[src/rtl/gmc_pkg.sv]
package gmc_pkg;

  typedef enum logic [2:0] {
    ST_IDLE = 3'd0,
    ST_ARM  = 3'd1,
    ST_GATE = 3'd2,
    ST_SEEK = 3'd3,
    ST_SPAN = 3'd4
  } gmc_state_e;

  typedef enum logic [1:0] {
    SRC_NONE = 2'd0,
    SRC_IF1  = 2'd1,
    SRC_IF2  = 2'd2,
    SRC_LF   = 2'd3
  } gmc_src_e;

  localparam int MS_W = 7;

  // gate length in timebase ticks: 4 to the power of the select value
  function automatic logic [MS_W-1:0] gate_ms_of(input logic [1:0] sel);
    return MS_W'(1) << (2 * sel);
  endfunction

  // IF1 first, then IF2, then the slow input
  function automatic gmc_src_e src_pick(input logic [2:0] sel);
    if (sel[1])      return SRC_IF1;
    else if (sel[2]) return SRC_IF2;
    else if (sel[0]) return SRC_LF;
    else             return SRC_NONE;
  endfunction

endpackage

[src/rtl/gmc_tick.sv]
module gmc_tick #(
  parameter int DIV = 50000
) (
  input  logic clk,
  input  logic rst_n,
  output logic tick
);
  localparam int W = (DIV > 2) ? $clog2(DIV) : 1;
  localparam logic [W-1:0] LAST = W'(DIV - 1);

  logic [W-1:0] cnt;

  always_ff @(posedge clk) begin
    if (!rst_n)          cnt <= '0;
    else if (cnt == LAST) cnt <= '0;
    else                 cnt <= cnt + W'(1);
  end

  assign tick = (cnt == LAST);
endmodule

[src/rtl/gmc_edge_sync.sv]
module gmc_edge_sync #(
  parameter int STAGES = 2
) (
  input  logic clk,
  input  logic rst_n,
  input  logic din,
  output logic rise
);
  logic [STAGES:0] sh;

  always_ff @(posedge clk) begin
    if (!rst_n) sh <= '0;
    else        sh <= {sh[STAGES-1:0], din};
  end

  assign rise = sh[STAGES-1] & ~sh[STAGES];
endmodule

[src/rtl/gmc_ctrl.sv]
module gmc_ctrl
  import gmc_pkg::*;
(
  input  logic       clk,
  input  logic       rst_n,
  input  logic       start,
  input  logic [1:0] gate_sel,
  input  logic [2:0] src_sel,
  input  logic       tick,
  input  logic       sel_rise,
  output gmc_src_e   src_q,
  output logic       busy,
  output logic       count_inc,
  output logic       armed,
  output logic       per_mode
);
  gmc_state_e      st;
  logic [MS_W-1:0] ms_left;

  always_ff @(posedge clk) begin
    if (!rst_n) begin
      st      <= ST_IDLE;
      ms_left <= '0;
      src_q   <= SRC_NONE;
    end else if (start) begin
      st      <= ST_ARM;
      ms_left <= gate_ms_of(gate_sel);
      src_q   <= src_pick(src_sel);
    end else begin
      case (st)
        ST_ARM:  if (tick) st <= (src_q == SRC_LF) ? ST_SEEK : ST_GATE;
        ST_GATE: if (tick) begin
                   if (ms_left == MS_W'(1)) st <= ST_IDLE;
                   else                     ms_left <= ms_left - MS_W'(1);
                 end
        ST_SEEK: if (sel_rise) st <= ST_SPAN;
        ST_SPAN: if (sel_rise) st <= ST_IDLE;
        default: st <= ST_IDLE;
      endcase
    end
  end

  assign busy      = (st != ST_IDLE);
  assign armed     = (st == ST_ARM);
  assign per_mode  = (src_q == SRC_LF);
  assign count_inc = ((st == ST_GATE) && sel_rise) || (st == ST_SPAN);
endmodule

[src/rtl/gmc_accum.sv]
module gmc_accum #(
  parameter int W = 20
) (
  input  logic         clk,
  input  logic         rst_n,
  input  logic         clear,
  input  logic         inc,
  output logic [W-1:0] count,
  output logic         over
);
  localparam logic [W-1:0] TOP = '1;

  always_ff @(posedge clk) begin
    if (!rst_n || clear) begin
      count <= '0;
      over  <= 1'b0;
    end else if (inc) begin
      if (count == TOP) over  <= 1'b1;
      else              count <= count + W'(1);
    end
  end
endmodule

[src/rtl/gate_meas_counter.sv]
module gate_meas_counter
  import gmc_pkg::*;
#(
  parameter int CNT_W      = 20,
  parameter int CLK_PER_MS = 50000,
  parameter int SYNC_STAGES = 2
) (
  input  logic             clk,
  input  logic             rst_n,
  input  logic             start,
  input  logic [1:0]       gate_sel,
  input  logic [2:0]       src_sel,
  input  logic             lf_in,
  input  logic             if1_in,
  input  logic             if2_in,
  output logic [CNT_W-1:0] result,
  output logic             busy,
  output logic             over
);
  localparam int N_IN = 3;

  logic            tick_w;
  logic [N_IN-1:0] raw_in;
  logic [N_IN-1:0] rise_w;
  logic            sel_rise;
  logic            count_inc;
  logic            armed_w;
  logic            per_mode_w;
  gmc_src_e        src_q;

  assign raw_in = {if2_in, if1_in, lf_in};

  gmc_tick #(.DIV(CLK_PER_MS)) u_tick (
    .clk(clk), .rst_n(rst_n), .tick(tick_w)
  );

  for (genvar i = 0; i < N_IN; i++) begin : g_sync
    gmc_edge_sync #(.STAGES(SYNC_STAGES)) u_sync (
      .clk(clk), .rst_n(rst_n), .din(raw_in[i]), .rise(rise_w[i])
    );
  end

  always_comb begin
    case (src_q)
      SRC_IF1: sel_rise = rise_w[1];
      SRC_IF2: sel_rise = rise_w[2];
      SRC_LF:  sel_rise = rise_w[0];
      default: sel_rise = 1'b0;
    endcase
  end

  gmc_ctrl u_ctrl (
    .clk(clk), .rst_n(rst_n), .start(start), .gate_sel(gate_sel),
    .src_sel(src_sel), .tick(tick_w), .sel_rise(sel_rise),
    .src_q(src_q), .busy(busy), .count_inc(count_inc),
    .armed(armed_w), .per_mode(per_mode_w)
  );

  gmc_accum #(.W(CNT_W)) u_acc (
    .clk(clk), .rst_n(rst_n), .clear(start), .inc(count_inc),
    .count(result), .over(over)
  );
endmodule

[config.mk]
export PLATFORM = sky130hd
export DESIGN_NAME = gate_meas_counter
export DESIGN_NICKNAME = d
export VERILOG_FILES = /design/src/rtl/gmc_pkg.sv /design/src/rtl/gmc_tick.sv /design/src/rtl/gmc_edge_sync.sv /design/src/rtl/gmc_ctrl.sv /design/src/rtl/gmc_accum.sv /design/src/rtl/gate_meas_counter.sv
export SDC_FILE = /design/constraint.sdc
export NUM_CORES = 1
export LEC_CHECK = 0
export ABC_AREA = 1
export BUFFER_PORTS_ARGS = -buffer_cell sky130_fd_sc_hd__buf_2
export CAP_MARGIN = 20
export CORE_UTILIZATION = 55
export CTS_CLUSTER_DIAMETER = 200
export DETAILED_ROUTE_END_ITERATION = 12
export PLACE_DENSITY = 0.84
export SYNTH_ARGS = -nofsm -noshare
export SYNTH_HDL_FRONTEND = slang
export SYNTH_SLANG_ARGS = --single-unit
[constraint.sdc]
create_clock -name clk -period 3.67 [get_ports clk]
set_clock_uncertainty 0.1 [all_clocks]
set_input_delay 0.734 -clock clk [delete_from_list [all_inputs] [get_ports clk]]
set_output_delay 0.734 -clock clk [all_outputs]
set_load 0.03 [all_outputs]
======== Yosys cells after proc, flatten, opt, wreduce, memory -nomap -nowiden ========
Index checks and enable logic that the tools add are counted.
word-level totals
  flip-flop bits (word level) ............. 58
  input port bits ......................... 11
  output and inout bits ................... 22
  logic and storage cells ................. 73
cells by class
  add/subtract/negate cells ............... 3
  equal/unequal tests ..................... 21
  shift-type cells ........................ 1
  multiplexer cells ....................... 16
  bitwise logic cells ..................... 8
  reductions and logical operators ........ 14
operator list
  kind                     number
  $mux W7                  4
  $add A20 B1 Y20 const B  1
  $eq A20 B20 Y1 const B   1
  $add A16 B1 Y16 const B  1
  $eq A16 B16 Y1 const B   1
  $mux W3                  5
  $pmux W3 S4              1
  $reduce_and A5 Y1        2
  $ne A3 B2 Y1 const B     3
  $eq A7 B1 Y1 const B     1
  $shl A1 B3 Y7 const A    1
  $sub A7 B1 Y7 const B    1
  $eq A3 B2 Y1 const B     2
  $mux W2                  3
  $ne A2 B1 Y1 const B     3
  $ne A2 B2 Y1 const B     3
  $ne A3 B3 Y1 const B     2
  $not A1 Y1               5
  $eq A2 B2 Y1 const B     2
  $reduce_and A2 Y1        2
  $reduce_bool A2 Y1       2
  $reduce_or A2 Y1         2
  $and A1 B1 Y1            3
  $eq A3 B1 Y1 const B     1
  other kinds (9)          11

======== Longest topological paths before layout ========
Gate-level depths: netlist (run 1).
  word-level depth ........................ 6
  gate-level depth with buffers ........... 12
  mapped depth without buffers ............ 12

======== By module ========
Synthesis (run 1) repeated with hierarchy kept, for this count alone.
unflattened totals
  cells, all modules ...................... 481
  area total of the unflattened synthesis .. 3158.0 um^2
by module, submodules not included
  module             times used  cells an instance  area each (um^2)  seq. area each (um^2)
  gmc_accum          1           200                1261.2            420.4
  gmc_tick           1           129                855.8             320.3
  gmc_ctrl           1           113                735.7             240.2
  gmc_edge_sync      3           11                 92.6              60.1
  gate_meas_counter  1           6                  27.5              0.0

======== Worst setup path before layout (run 1) ========
OpenSTA, ideal clock, no wires.
  kind .................................... register to register
  from .................................... register u_acc.count[0]
  to ...................................... register u_acc.count[14]
  library setup time ...................... 133 ps
  data arrival time ....................... 1586 ps
  data required time ...................... 3437 ps
  path slack .............................. 1851 ps
  cell stages (with the launch flop) ...... 8
  path buffers ............................ 0
  clock period less this slack ............ 1819 ps
  path through ............................ dfxtp_1 > ha_1 > inv_1 > nor3_1 > nand3_1 > xnor2_1 > nand2_1 > a21oi_2
on the way
  cells in the longest elaborated chain, start to end .. 3
  elaborated cells on any way between the ends .. 4
  classes of those cells .................. add/sub (1); eq/ne (1); bitwise (1); reduce/logical (1)
RTL lines
  item                                                                     RTL line         text
  from (decl)                                                              gmc_accum.sv:8   output logic [W-1:0] count,
  from (signal assigned)                                                   gmc_accum.sv:19  else count <= count + W'(1);
  parallel branches: the longest is 3 deep, another holds $add A20 B1 Y20  --
Parallel ways; which one is timed is not known.
A chain may end at the register's enable or synchronous reset.

======== Final worst setup path (run 1) ========
  from .................................... input rst_n
  to ...................................... register u_acc.count[11]
on the way
  cells in the longest elaborated chain, start to end .. 2
RTL lines
  item                RTL line                text
  from (decl)         gate_meas_counter.sv:9  input logic rst_n,
  $logic_not A1 Y1    gmc_accum.sv:14         if (!rst_n || clear) begin
  $logic_or A1 B1 Y1  gmc_accum.sv:14
No other way between the ends.

==> impl.org, run 1 <==
** Synthesis
- Async set-or-reset flop fraction in the synthesized netlist :: 0%
- Most common cell in the netlist :: sky130_fd_sc_hd__nand2_1
- Cell count after synthesis :: 448
- The netlist uses 33 different library cells.
- After synthesis, the cell types taking the most area are sky130_fd_sc_hd__dfxtp_1, sky130_fd_sc_hd__nand2_1, sky130_fd_sc_hd__nor2_1, sky130_fd_sc_hd__inv_1, sky130_fd_sc_hd__a21oi_1.
- Leading register cell type out of synthesis :: sky130_fd_sc_hd__dfxtp_1
- Register area share after synthesis :: between 30% and 40%
- Synth top area share :: 38.7%
- By count the netlist is led by sky130_fd_sc_hd__nand2_1, sky130_fd_sc_hd__nor2_1, sky130_fd_sc_hd__dfxtp_1.
- Number of enable-type register cells in the synthesized netlist :: 0
- Synth warnings :: 0
- Synthesized Nets :: 463
- Synthesis inferred just under 60 register bits.
- Synth area leader :: sky130_fd_sc_hd__dfxtp_1
- After synthesis the cells add up to between 3000 and 4000 um^2.
- Synthesized area divided by synthesized cell count :: 6.70 um^2

** Place
- Count of placed standard cells including taps :: 542
- Placed standard-cell area :: 3190 um^2
- Routability-driven placement finished with a final weighted congestion of 0.871.
- Detailed placer's ending HPWL :: approximately 4400 um
- Count of input and output buffers :: 32

** Global routing
- Global routing consumed, over all layers together, 23.7% of the routing resources.
- The number of antenna violations at the first check in global routing is 0.
- The first global-routing pass estimated 10300 um of wire.
- Entering global routing, the biggest net connects 23 pins.
- Total congestion overflow after global routing :: 0
- Vias in the first global route :: 2479

** Timing
- For the pin with the worst max-slew slack, the measured transition is 0.740 ns.
- Measured against its own limit, the worst slew margin works out to between 50% and 60%.
- In the final timing run, aggregate negative setup slack is 0 ns.
- Final critical-path share of the clock period :: between 50% and 60%
- Max Clock Freq :: 505 MHz
- Setup violations remaining at the end of the flow were counted as 0.
- Subtracting the final worst setup slack from the clock period gives between 1.5 and 2 ns.
- Final Hold Viols :: 0
- Setup repair after global routing left no endpoint under its margin.
- The final number of max-transition violations is 0.

** Worst setup path
- Along the worst path, the maximum fanout reaches 21.
- Critical path arrival :: ~2.1 ns
- The setup path with the least slack is of type input pin to register.
- The worst register-to-register path begins at u_tick.cnt[0].
- Measured in cells, the most critical reg-to-reg path has a length of 9.
- The cell that appears most often on the critical path is sky130_fd_sc_hd__inv_1.
- Slowest cell on the critical path :: sky130_fd_sc_hd__inv_1
- Worst-path cell chain :: buf_2, inv_1, nor2_1, inv_1, a21oi_1
- In this run the worst setup path terminates at u_acc.count[11].
- In this run the critical register-to-register path is captured at u_tick.cnt[9].
- For this run, the slowest stage of the critical path takes 0.42 ns.
- Worst setup EP type :: register
- R2R setup slack :: roughly 1.8 ns
- The worst setup path is launched from an input pin.
- For the worst setup path, the data required time is around 3.8 ns.
- Critical Path Source :: rst_n

** Cells and area
- Final cell area excluding filler cells :: around 3400 um^2
- The finished layout holds 557 standard cells, fillers aside.
- The final layout contains roughly 500 nets.
- Relative area change from synthesis to final layout :: 13.2%
- In the final layout, the share of cells above drive strength 1 is between 10% and 20%.
- The repair_antennas step left the layout with diodes totalling 0.
- Once layout is complete, the utilization of the core stands at about 66%.

** CTS
- Deepest clock path buffer count :: 2
- Source-to-sink clock delay at the later pin of the worst-skew pair :: ~0.34 ns
- Clock tree synthesis found a total of 58 sinks.
- In this run, post-CTS repair resized a total of 0 instances.
- The H-tree was split into 3 levels.
- Clock-pin slew was measured on the worst setup and hold paths at 0.06 ns.
- Cts bufs inserted :: 9
- Clock tree root driver cell :: sky130_fd_sc_hd__clkbuf_8
- TritonCTS built the clock tree.
- Setup Fix Bufs, Post-CTS :: 0
- In this run, post-CTS hold repair placed 0 buffers.

** Routing
- Overall routed net length :: around 6300 um
- Vias per std cell :: 5.23
- Mean routed wirelength per cell :: ~11 um
- After detailed routing, the number of remaining DRC violations is 0.
- After the first detailed-routing iteration, the DRC count stood at ~190.
- Total vias in the final route :: 2911
- The pre-antenna-repair detailed-routing pass consisted of 5 iterations.
- The detail route stage leaves a number of antenna-violating nets equal to 0.

** Hold path
- Min-delay worst type :: register to register
- In this run the most critical hold path is launched from g_sync[2].u_sync.sh[0].

** Floorplan
- After floorplanning, the core was divided into 26 placement rows.
- The floorplan step defined a die boundary enclosing between 5000 and 6000 um^2.
- Number of ports placed on the die boundary :: 33
- Core ar. :: 5170 um^2
- Die extent in y :: ~76 um
- Starting utilization of the core area :: 58.0%
- In this run the horizontal extent of the chip is between 70 and 80 um.

** Run status
- The run finished with clean final reports.

** Run
- Across the run, the number of max-cap violations was 0.

** Power and ir drop
- Power per standard cell area :: 396 nW/um^2
- Overall power consumption after layout is estimated at between 0.001 and 0.0015 W.
- Leakage power :: 1.43 nW
- Maximum vdd drop :: 0.287 mV
[state kept, by name (all words and copies together) (netlist names)]
register / flops
u_acc.count: 20
u_ctrl.ms_left: 7
u_acc.over: 1
u_ctrl.st: 3
u_ctrl.src_q: 2
u_tick.cnt: 16
g_sync.u_sync.sh: 9
[metal layers]
| metal | global-route usage, % | routed length [um] | vias to the layer above |
|---|---|---|---|
| li1 | - | - | 1494 |
| met3 | 6.61 | 255 | 14 |
| met5 | 0 | 0 | - |
| met2 | 39.5 | 2960 | 72 |
| met1 | 28.4 | 2920 | 1331 |
| met4 | 10.7 | 123 | 0 |
[cell type report]
cell class                      instances  area (um^2)
Clock inverter                          2         35.0
Clock buffer                           13          169
Multi-Input combinational cell        328         1580
Sequential cell                        58         1160
Inverter                               54          205
Timing Repair Buffer                   32          160
Fill cell                             461         1780
Tap cell                               70         87.6
[where the power goes]
part,internal [W],switching (W)
combinational,0.0000294,0.0000591
sequential,0.000644,0.0000108
clock,0.000364,0.000239
[metrics by stage]
stage / hold slack [ns] / setup slack (ns)
after floorplan: 0.290 / 1.85
after global placement: 0.293 / 1.44
after detailed placement: 0.306 / 1.36
after CTS: 0.322 / 1.71
after global routing: 0.343 / 1.52
final: 0.318 / 1.69
[placed cells by master (no fill, tap or decap), drive strengths merged, types with 8 or more instances in the layout]
cell / Yosys / layout
nand2: 138 / 138
nor2: 60 / 60
dfxtp: 58 / 58
inv: 54 / 54
a21oi: 38 / 38
buf: 5 / 32
nand3: 27 / 27
o21ai: 13 / 13
clkbuf: 3 / 13
nand4: 10 / 10
xnor2: 9 / 9
nor3: 8 / 8
[worst min path at each step]
stage | slack [ns] | endpoint | cells past startpoint
after floorplan | 0.29 | g_sync[0].u_sync.sh[1] | 2
after global placement | 0.29 | g_sync[1].u_sync.sh[1] | 2
after detailed placement | 0.31 | g_sync[0].u_sync.sh[1] | 2
after CTS | 0.32 | g_sync[0].u_sync.sh[1] | 2
after global routing | 0.34 | g_sync[0].u_sync.sh[1] | 2
final | 0.32 | g_sync[2].u_sync.sh[1] | 2
[cell families after synthesis]
| family | after synthesis | share of synthesized area [%] |
|---|---|---|
| xor+xnor | 16 | 4.67 |
| compound gates | 56 | 10.6 |
| fa+ha+maj | 4 | 1.67 |
| buf+inv | 62 | 8.67 |
| flops | 58 | 38.7 |
| simple gates | 252 | 35.7 |
[critical path, delay by kind of cell]
family / cells / cell delay [ns]
buffers and inverters: 3 / 0.81
and+or+nand+nor: 1 / 0.33
AOI/OAI and AO/OA: 1 / 0.26
(Power assumes the default switching activity.)
==> inputs of run 2 (changes only) <==
CORE_UTILIZATION = 53   (was 55)
clock period = 1.7 ns   (was 3.67 ns; I/O delays follow)
==> impl.org, run 2 (synthesis gave the netlist of run 1 again) <==
** Run
- The count of max-cap constraint violations is 0 (unchanged).

** CTS
- The root buffer cell chosen for the clock tree is sky130_fd_sc_hd__clkbuf_8.
- Clock transition at the register clock pins on the worst setup and hold paths after CTS :: 0.06 ns (about the same)
- The TritonCTS sink count was 58 (unchanged).
- CTS tree :: done
- Count of H-tree levels built during CTS :: 3 (unchanged)
- Total of hold buffers inserted after clock tree synthesis :: 0 (unchanged)
- Deepest clock path buffer count :: 2 (unchanged)
- The clock insertion delay at the later pin of the skew report came to 0.35 ns (about the same).
- The total CTS buffers is 9 (unchanged).

** Floorplan
- Starting utilization of the core area :: 54.8% (-3.2 points)
- Number of ports placed on the die boundary :: 33 (unchanged)
- Number of placement rows :: 27 (+3.8%)
- The die area came to 5970 um^2 (+3.7%).
- The core area came to 5470 um^2 (+5.8%).
- The die extent in y is 77.2 um (+1.8%).
- The die boundary width is 77.2 um (+1.8%).

** Global routing
- Wire length of the first global-routing pass :: 12000 um (+16%)
- Maximum number of pins on one net before global-route repair :: 22 (-4.3%)
- The combined global-route utilization of all metal layers came to 25.2% (+1.5 points).
- Total congestion overflow after global routing :: 0 (unchanged)
- Number of antenna violations at the first check in global routing :: 0 (unchanged)
- Vias in the first global route :: 2895 (+17%)

** Timing
- Final Hold Viols :: 0 (unchanged)
- Slew at the pin with the worst max-slew slack :: 0.821 ns (+0.0811 ns)
- Minimum hold slack :: 0.0786 ns (-0.239 ns)
- Final Max Slew Viols :: 0 (unchanged)
- Number of setup violations in the final report :: 0 (unchanged)
- Smallest setup slack after layout :: 0.0567 ns (-1.63 ns)
- In the finished design, the share of the clock period the worst path needs comes to 96.7%.
- Post-layout min period :: 1.64 ns
- Static timing analysis puts the maximum clock frequency at 609 MHz.
- The headroom to the max-slew limit was 45.2% (-5.4 points).

** Cells and area
- Final nets :: 532 (+6.8%)
- u_acc.count holds more flip-flops than any other register.
- Commonest cells after routing, fill and taps aside :: sky130_fd_sc_hd__nand2_1, sky130_fd_sc_hd__nor2_1, sky130_fd_sc_hd__inv_1
- Finished Core Util :: 69.1% (+3.5 points)
- Flip-flop count of the largest register, all copies and words added :: 20 (unchanged)
- FILL cells :: 453 (-1.7%)
- The proportion of layout cells with a drive suffix above 1 came to 24.4% (+12 points).
- Number of antenna repair diodes :: 0 (unchanged)
- Biggest registers after layout :: u_acc.count (20), u_tick.cnt (16), g_sync.u_sync.sh (9)
- The post-route standard cell area excluding fillers was 3780 um^2 (+11%).
- The area growth from synthesis to layout is 26.1%.
- Most common cell after layout, fill and taps aside :: sky130_fd_sc_hd__nand2_1

** Routing
- TritonRoute pass-1 iters :: 5 (unchanged)
- Mean routed wirelength per cell :: 12.2 um (+8.9%)
- The number of routed nets with antenna violations came to 0 (unchanged).
- Total vias in the final route :: 3136 (+7.7%)
- Starting DRT DRC Count :: 270 (+40%)
- The total length of routed wires was 7240 um (+16%).
- The final routed DRC violation total came to 0 (unchanged).
- The average vias per placed instance is 5.30 (+1.4%).

** Worst setup path
- The data required time of the worst path came to 1.84 ns (-1.99 ns).
- Biggest fanout along the worst timing path :: 6 (-71%)
- Kind of launch point of the worst setup path :: register
- The critical path goes through ha_4, nand2_2, inv_2, nand2_4, nor2_2, nand2_2, o21ai_4, nand3_1, o21ai_0.
- Slowest cell on the critical path :: sky130_fd_sc_hd__dfxtp_2
- Critical Path Max Stage Delay :: 0.36 ns (-0.06 ns)
- Worst setup EP type :: register
- The data arrival at the endpoint of the critical path came to 1.79 ns (-0.35 ns).
- Cell occurring most often along the worst timing path :: sky130_fd_sc_hd__nand2_2
- WS Path Type :: register to register

** Place
- The detailed-placement wirelength estimate was 4810 um (+10%).
- The instance area at placement came to 3400 um^2 (+6.5%).
- The count of input and output buffers was 32 (unchanged).
- Setup slack at placement :: -0.0590 ns (-1.42 ns)
- The final weighted congestion in routability-driven placement was 0.890 (+2.2%).

** Power and ir drop
- Final Power :: 0.00293 W (+120%)
- The static leakage came to 1.64 nW (+15%).
- Power per standard cell area :: 773 nW/um^2 (+95%)
- The worst ir drop on vdd came to 0.624 mV (+120%).

** Hold path
- The tightest min-delay check is of the input pin to register type.

** Run status
- Result of the run :: finished, final reports clean
[run 2: cell types whose count changed in the layout (fill, tap and decap cells not counted), moves of 2 or more]
| cell | delta |
|---|---|
| sky130_fd_sc_hd__buf_4 | +33 |
| sky130_fd_sc_hd__dfxtp_1 | -13 |
| sky130_fd_sc_hd__dfxtp_2 | +12 |
| sky130_fd_sc_hd__nand2_1 | -7 |
| sky130_fd_sc_hd__nor2_1 | -6 |
| sky130_fd_sc_hd__nand2_2 | +5 |
| sky130_fd_sc_hd__nor2_2 | +5 |
| sky130_fd_sc_hd__inv_1 | -2 |
| sky130_fd_sc_hd__inv_2 | +2 |
| sky130_fd_sc_hd__nand2_4 | +2 |
| sky130_fd_sc_hd__nand3_1 | -2 |
[run 2: cell type report]
cell class | instances | area [um^2] | share of cell area [%]
clock buffers | 11 | 151 | 4.00
clock inverters | 3 | 40.0 | 1.06
inverters | 54 | 205 | 5.42
multi-input cells | 328 | 1690 | 44.6
flip-flops and latches | 58 | 1180 | 31.2
well taps | 72 | 90.1 | 2.38
repair buffers | 66 | 428 | 11.3
[run 2: final timing paths]
kind / cells after the start / slack, ns / startpoint / end
hold / removal: 3 / 0.08 / lf_in / g_sync[0].u_sync.sh[0]
setup / recovery: 9 / 0.06 / u_tick.cnt[0] / u_ctrl.ms_left[4]
hold reg to reg: 2 / 0.31 / g_sync[0].u_sync.sh[0] / g_sync[0].u_sync.sh[1]
setup reg to reg: 9 / 0.06 / u_tick.cnt[0] / u_ctrl.ms_left[4]
[run 2: worst max-delay path: cells and delay by family (launching register included)]
kind,cells,cell delay (ns)
simple gates,5,0.49
flops,1,0.36
compound gates,2,0.36
fa+ha+maj,1,0.14
buf+inv,1,0.08
[run 2: routing by layer]
metal	share of wire, %	vias up	global-route usage [%]
li1	-	1562	-
met1	42	1432	29.5
met2	49	113	41.2
met3	5.7	29	6.90
met4	3.2	0	14.7
met5	0	-	0
[run 2: where the power goes]
group	internal, W	total (W)	switching, W
Clock	0.000735	0.00128	0.000544
Sequential	0.00139	0.00142	0.0000271
Combinational	0.0000885	0.000230	0.000141
[run 2: repair_timing]
action / CTS / global route
resized for setup: 6 / 27
endpoints found under the setup margin: 7 / 44
hold endpoints to repair: 0 / 0
setup buffers: 0 / 10
pin swaps: 0 / 8
[run 2: through the flow]
stage | setup TNS, ns | cells
floorplan | 0 | 448
global placement | 0 | 568
detailed placement | -0.0705 | 568
CTS | -0.116 | 582
global route | -0.483 | 592
finish | 0 | 592
==> inputs of run 3 (changes only) <==
BUFFER_PORTS_ARGS = unset   (was -buffer_cell sky130_fd_sc_hd__buf_2)
CORE_UTILIZATION = 55   (was 53)
DONT_BUFFER_PORTS = 1   (was unset)
HOLD_SLACK_MARGIN = 0.08   (was unset)
PLACE_DENSITY = 0.81   (was 0.84)
==> impl.org, run 3 (synthesis gave the netlist of run 1 again) <==
** Cells and area
- The fill cell instance count of the final layout came to 394 (-13%).
- Number of antenna repair diodes :: 0 (unchanged)
- Register bank with the most flops :: u_acc.count
- Most common cell after layout, fill and taps aside :: sky130_fd_sc_hd__nand2_1
- The number of cells in the finished layout apart from fillers is 570 (-3.7%).
- Relative area change from synthesis to final layout :: 23.9%
- Area of the multi-input gates :: 1700 um^2 (+0.67%)
- In the layout the commonest cells are sky130_fd_sc_hd__nand2_1, sky130_fd_sc_hd__nor2_1, sky130_fd_sc_hd__inv_1.
- Final nets :: 510 (-4.1%)
- Flip-flop count of the largest register, all copies and words added :: 20 (unchanged)
- Reg area :: 1170 um^2 (-0.42%)
- The proportion of layout cells with a drive suffix above 1 was 19.4% (-5.0 points).
- Final cell area excluding filler cells :: 3720 um^2 (-1.7%)
- The largest registers in the layout are u_acc.count (20), u_tick.cnt (16), g_sync.u_sync.sh (9).

** Global routing
- Highest-utilization routing layer at the global route stage :: met2
- Global Route Usage Sum :: 25.5% (+0.23 points)
- Met3 GRT Util :: 7.01% (+0.11 points)
- The number of antenna violations at the first check in global routing came to 0 (unchanged).
- The number of global-route vias before repair was 2622 (-9.4%).
- Total congestion overflow after global routing :: 0 (unchanged)
- Wire length of the first global-routing pass :: 11000 um (-8.5%)
- The met2 global-route usage is 42.5% (+1.3 points).
- Maximum number of pins on one net before global-route repair :: 22 (unchanged)
- The global-route met1 utilization came to 29.6% (+0.091 points).

** Worst setup path
- Crit path max-delay family :: simple AND/OR/NAND/NOR gates
- The worst setup path is launched from a register.
- Cell occurring most often along the worst timing path :: sky130_fd_sc_hd__inv_2
- Worst-path cell chain :: ha_4, nand2_1, inv_2, nand2_4, nor2_4, nand2_2, inv_2, nand3_2, or2_1, a21oi_2
- The data required time of the worst path came to 1.88 ns (+0.04 ns).
- Critical path arrival :: 1.85 ns (+0.06 ns)
- Among all stages on the critical path, the largest delay is contributed by sky130_fd_sc_hd__dfxtp_2.
- The top fanout value on the critical path was 4 (-2).
- WS Path Type :: register to register
- Worst setup EP type :: register
- Critical Path Max Stage Delay :: 0.36 ns (about the same)
- Combined buffer and inverter count along the critical path :: 2 (+1)

** Floorplan
- The boundary pin count came to 33 (unchanged).
- Number of placement rows :: 26 (-3.7%)
- Width of the die :: 75.9 um (-1.8%)
- The core area is 5170 um^2 (-5.5%).
- Starting utilization of the core area :: 58.0% (+3.2 points)
- The die area was 5750 um^2 (-3.5%).
- Die extent in y :: 75.9 um (-1.8%)

** Timing
- The measured slew at the worst slew-check pin came to 0.449 ns (-0.372 ns).
- The final-report setup violation count was 0 (unchanged).
- The final number of max-transition violations came to 0 (unchanged).
- The portion of the clock cycle consumed by the worst path in the final layout was 98.3% (+1.6 points).
- Post-layout min period :: 1.67 ns (+0.0271 ns)
- Max Clock Freq :: 599 MHz (-1.6%)
- The headroom to the max-slew limit is 70.0% (+25 points).
- Final Hold Viols :: 0 (unchanged)

** Place
- Placed standard-cell area :: 3300 um^2 (-2.8%)
- Count of placed standard cells including taps :: 543 (-4.4%)
- Final Wtd Congestion :: 0.876 (-1.6%)
- The detailed-placement wirelength estimate was 4840 um (+0.70%).
- Count of input and output buffers :: 0 (-100%)

** CTS
- Clock Sinks :: 58 (unchanged)
- CTS tree :: done
- The total CTS buffers was 9 (unchanged).
- The tree is rooted in a sky130_fd_sc_hd__clkbuf_8.
- Count of H-tree levels built during CTS :: 3 (unchanged)
- Source-to-sink clock delay at the later pin of the worst-skew pair :: 0.35 ns (about the same)
- Clock transition at the register clock pins on the worst setup and hold paths after CTS :: 0.06 ns (about the same)
- Deepest clock path buffer count :: 2 (unchanged)

** Routing
- The number of routed nets with antenna violations is 0 (unchanged).
- Post-detailed-route DRC marker count :: 0 (unchanged)
- Starting DRT DRC Count :: 218 (-19%)
- TritonRoute pass-1 iters :: 5 (unchanged)
- The routed wirelength normalized by instance count was 12.6 um (+3.3%).
- Vias per std cell :: 5.33 (+0.55%)
- The total length of routed wires is 7200 um (-0.57%).
- The number of vias after detailed routing was 3036 (-3.2%).

** Hold path
- The worst hold path belongs to the class input pin to register.

** Power and ir drop
- Maximum vdd drop :: 0.578 mV (-7.3%)
- Power per standard cell area :: 768 nW/um^2 (-0.64%)
- Leakage power :: 1.54 nW (-6.1%)

** Run
- MaxCap Viol Count :: 0 (unchanged)

** Run status
- Result of the run :: finished, final reports clean
[run 3: changes by cell type in the layout (fill, tap and decap cells not counted), sizes merged]
cell / before / now
clkbuf: 11 / 10
buf: 66 / 37
dlygate4sd3: 0 / 7
clkinvlp: 0 / 1
clkinv: 2 / 4
[run 3: power breakdown]
group	total [W]	internal [W]	leakage, nW	switching (W)
combinational	0.000213	0.0000820	0.966	0.000131
clock	0.00123	0.000665	0.0958	0.000560
sequential	0.00142	0.00139	0.476	0.0000270
total	0.00286	0.00214	1.54	0.000718
[run 3: cell type report]
cell class	instances	area share [%]
clock buffer	10	3.43
clock inverter	6	1.55
inverter	54	5.65
multi-input combinational	328	45.7
sequential	58	31.6
tap	70	2.36
timing repair buffer	44	9.69
[run 3: metal layers]
metal,wire length [um],up-vias
li1,-,1521
met1,3100,1398
met2,3540,101
met3,404,16
met4,159,0
met5,0,-
[run 3: what timing repair did]
action	in CTS	in global routing
pin swaps	0	5
gates resized for setup	1	35
buffers inserted	1	3
hold buffers	7	0
cloned	0	0
endpoints found under the setup margin	8	42
hold endpoints to repair	15	0
[run 3: worst register-to-register path, stage by stage, from the launching register on]
cell	delay, ns
sky130_fd_sc_hd__dfxtp_2	0.36
sky130_fd_sc_hd__ha_4	0.14
sky130_fd_sc_hd__nand2_1	0.07
sky130_fd_sc_hd__inv_2	0.09
sky130_fd_sc_hd__nand2_4	0.07
sky130_fd_sc_hd__nor2_4	0.12
sky130_fd_sc_hd__nand2_2	0.07
sky130_fd_sc_hd__inv_2	0.08
sky130_fd_sc_hd__nand3_2	0.09
sky130_fd_sc_hd__or2_1	0.27
sky130_fd_sc_hd__a21oi_2	0.15
[run 3: path summary, 6_finish.rpt]
check	slack (ns)	to	from	cells after the start
worst max-delay path	0.03	u_tick.cnt[10]	u_tick.cnt[0]	10
worst min-delay path	0.11	u_ctrl.ms_left[0]	gate_sel[0]	3
worst max register to register	0.03	u_tick.cnt[10]	u_tick.cnt[0]	10
worst min register to register	0.31	g_sync[0].u_sync.sh[1]	g_sync[0].u_sync.sh[0]	2
[run 3: per-stage QoR]
| step | setup TNS [ns] | hold WS (ns) | worst slack [ns] | power (W) | utilization (%) |
|---|---|---|---|---|---|
| 2_1_floorplan | 0 | 0.290 | 0.00842 | 0.00159 | - |
| 3_3_place_gp | 0 | 0.293 | 0.0778 | 0.00162 | 63.9 |
| 3_5_place_dp | -0.0153 | 0.295 | -0.0153 | 0.00162 | 63.9 |
| 4_1_cts | -0.0504 | 0.0925 | -0.0201 | 0.00285 | 69.0 |
| 5_1_grt | -0.347 | 0.115 | -0.0628 | 0.00297 | 71.9 |
| 6_report | 0 | 0.112 | 0.0296 | 0.00286 | 71.9 |
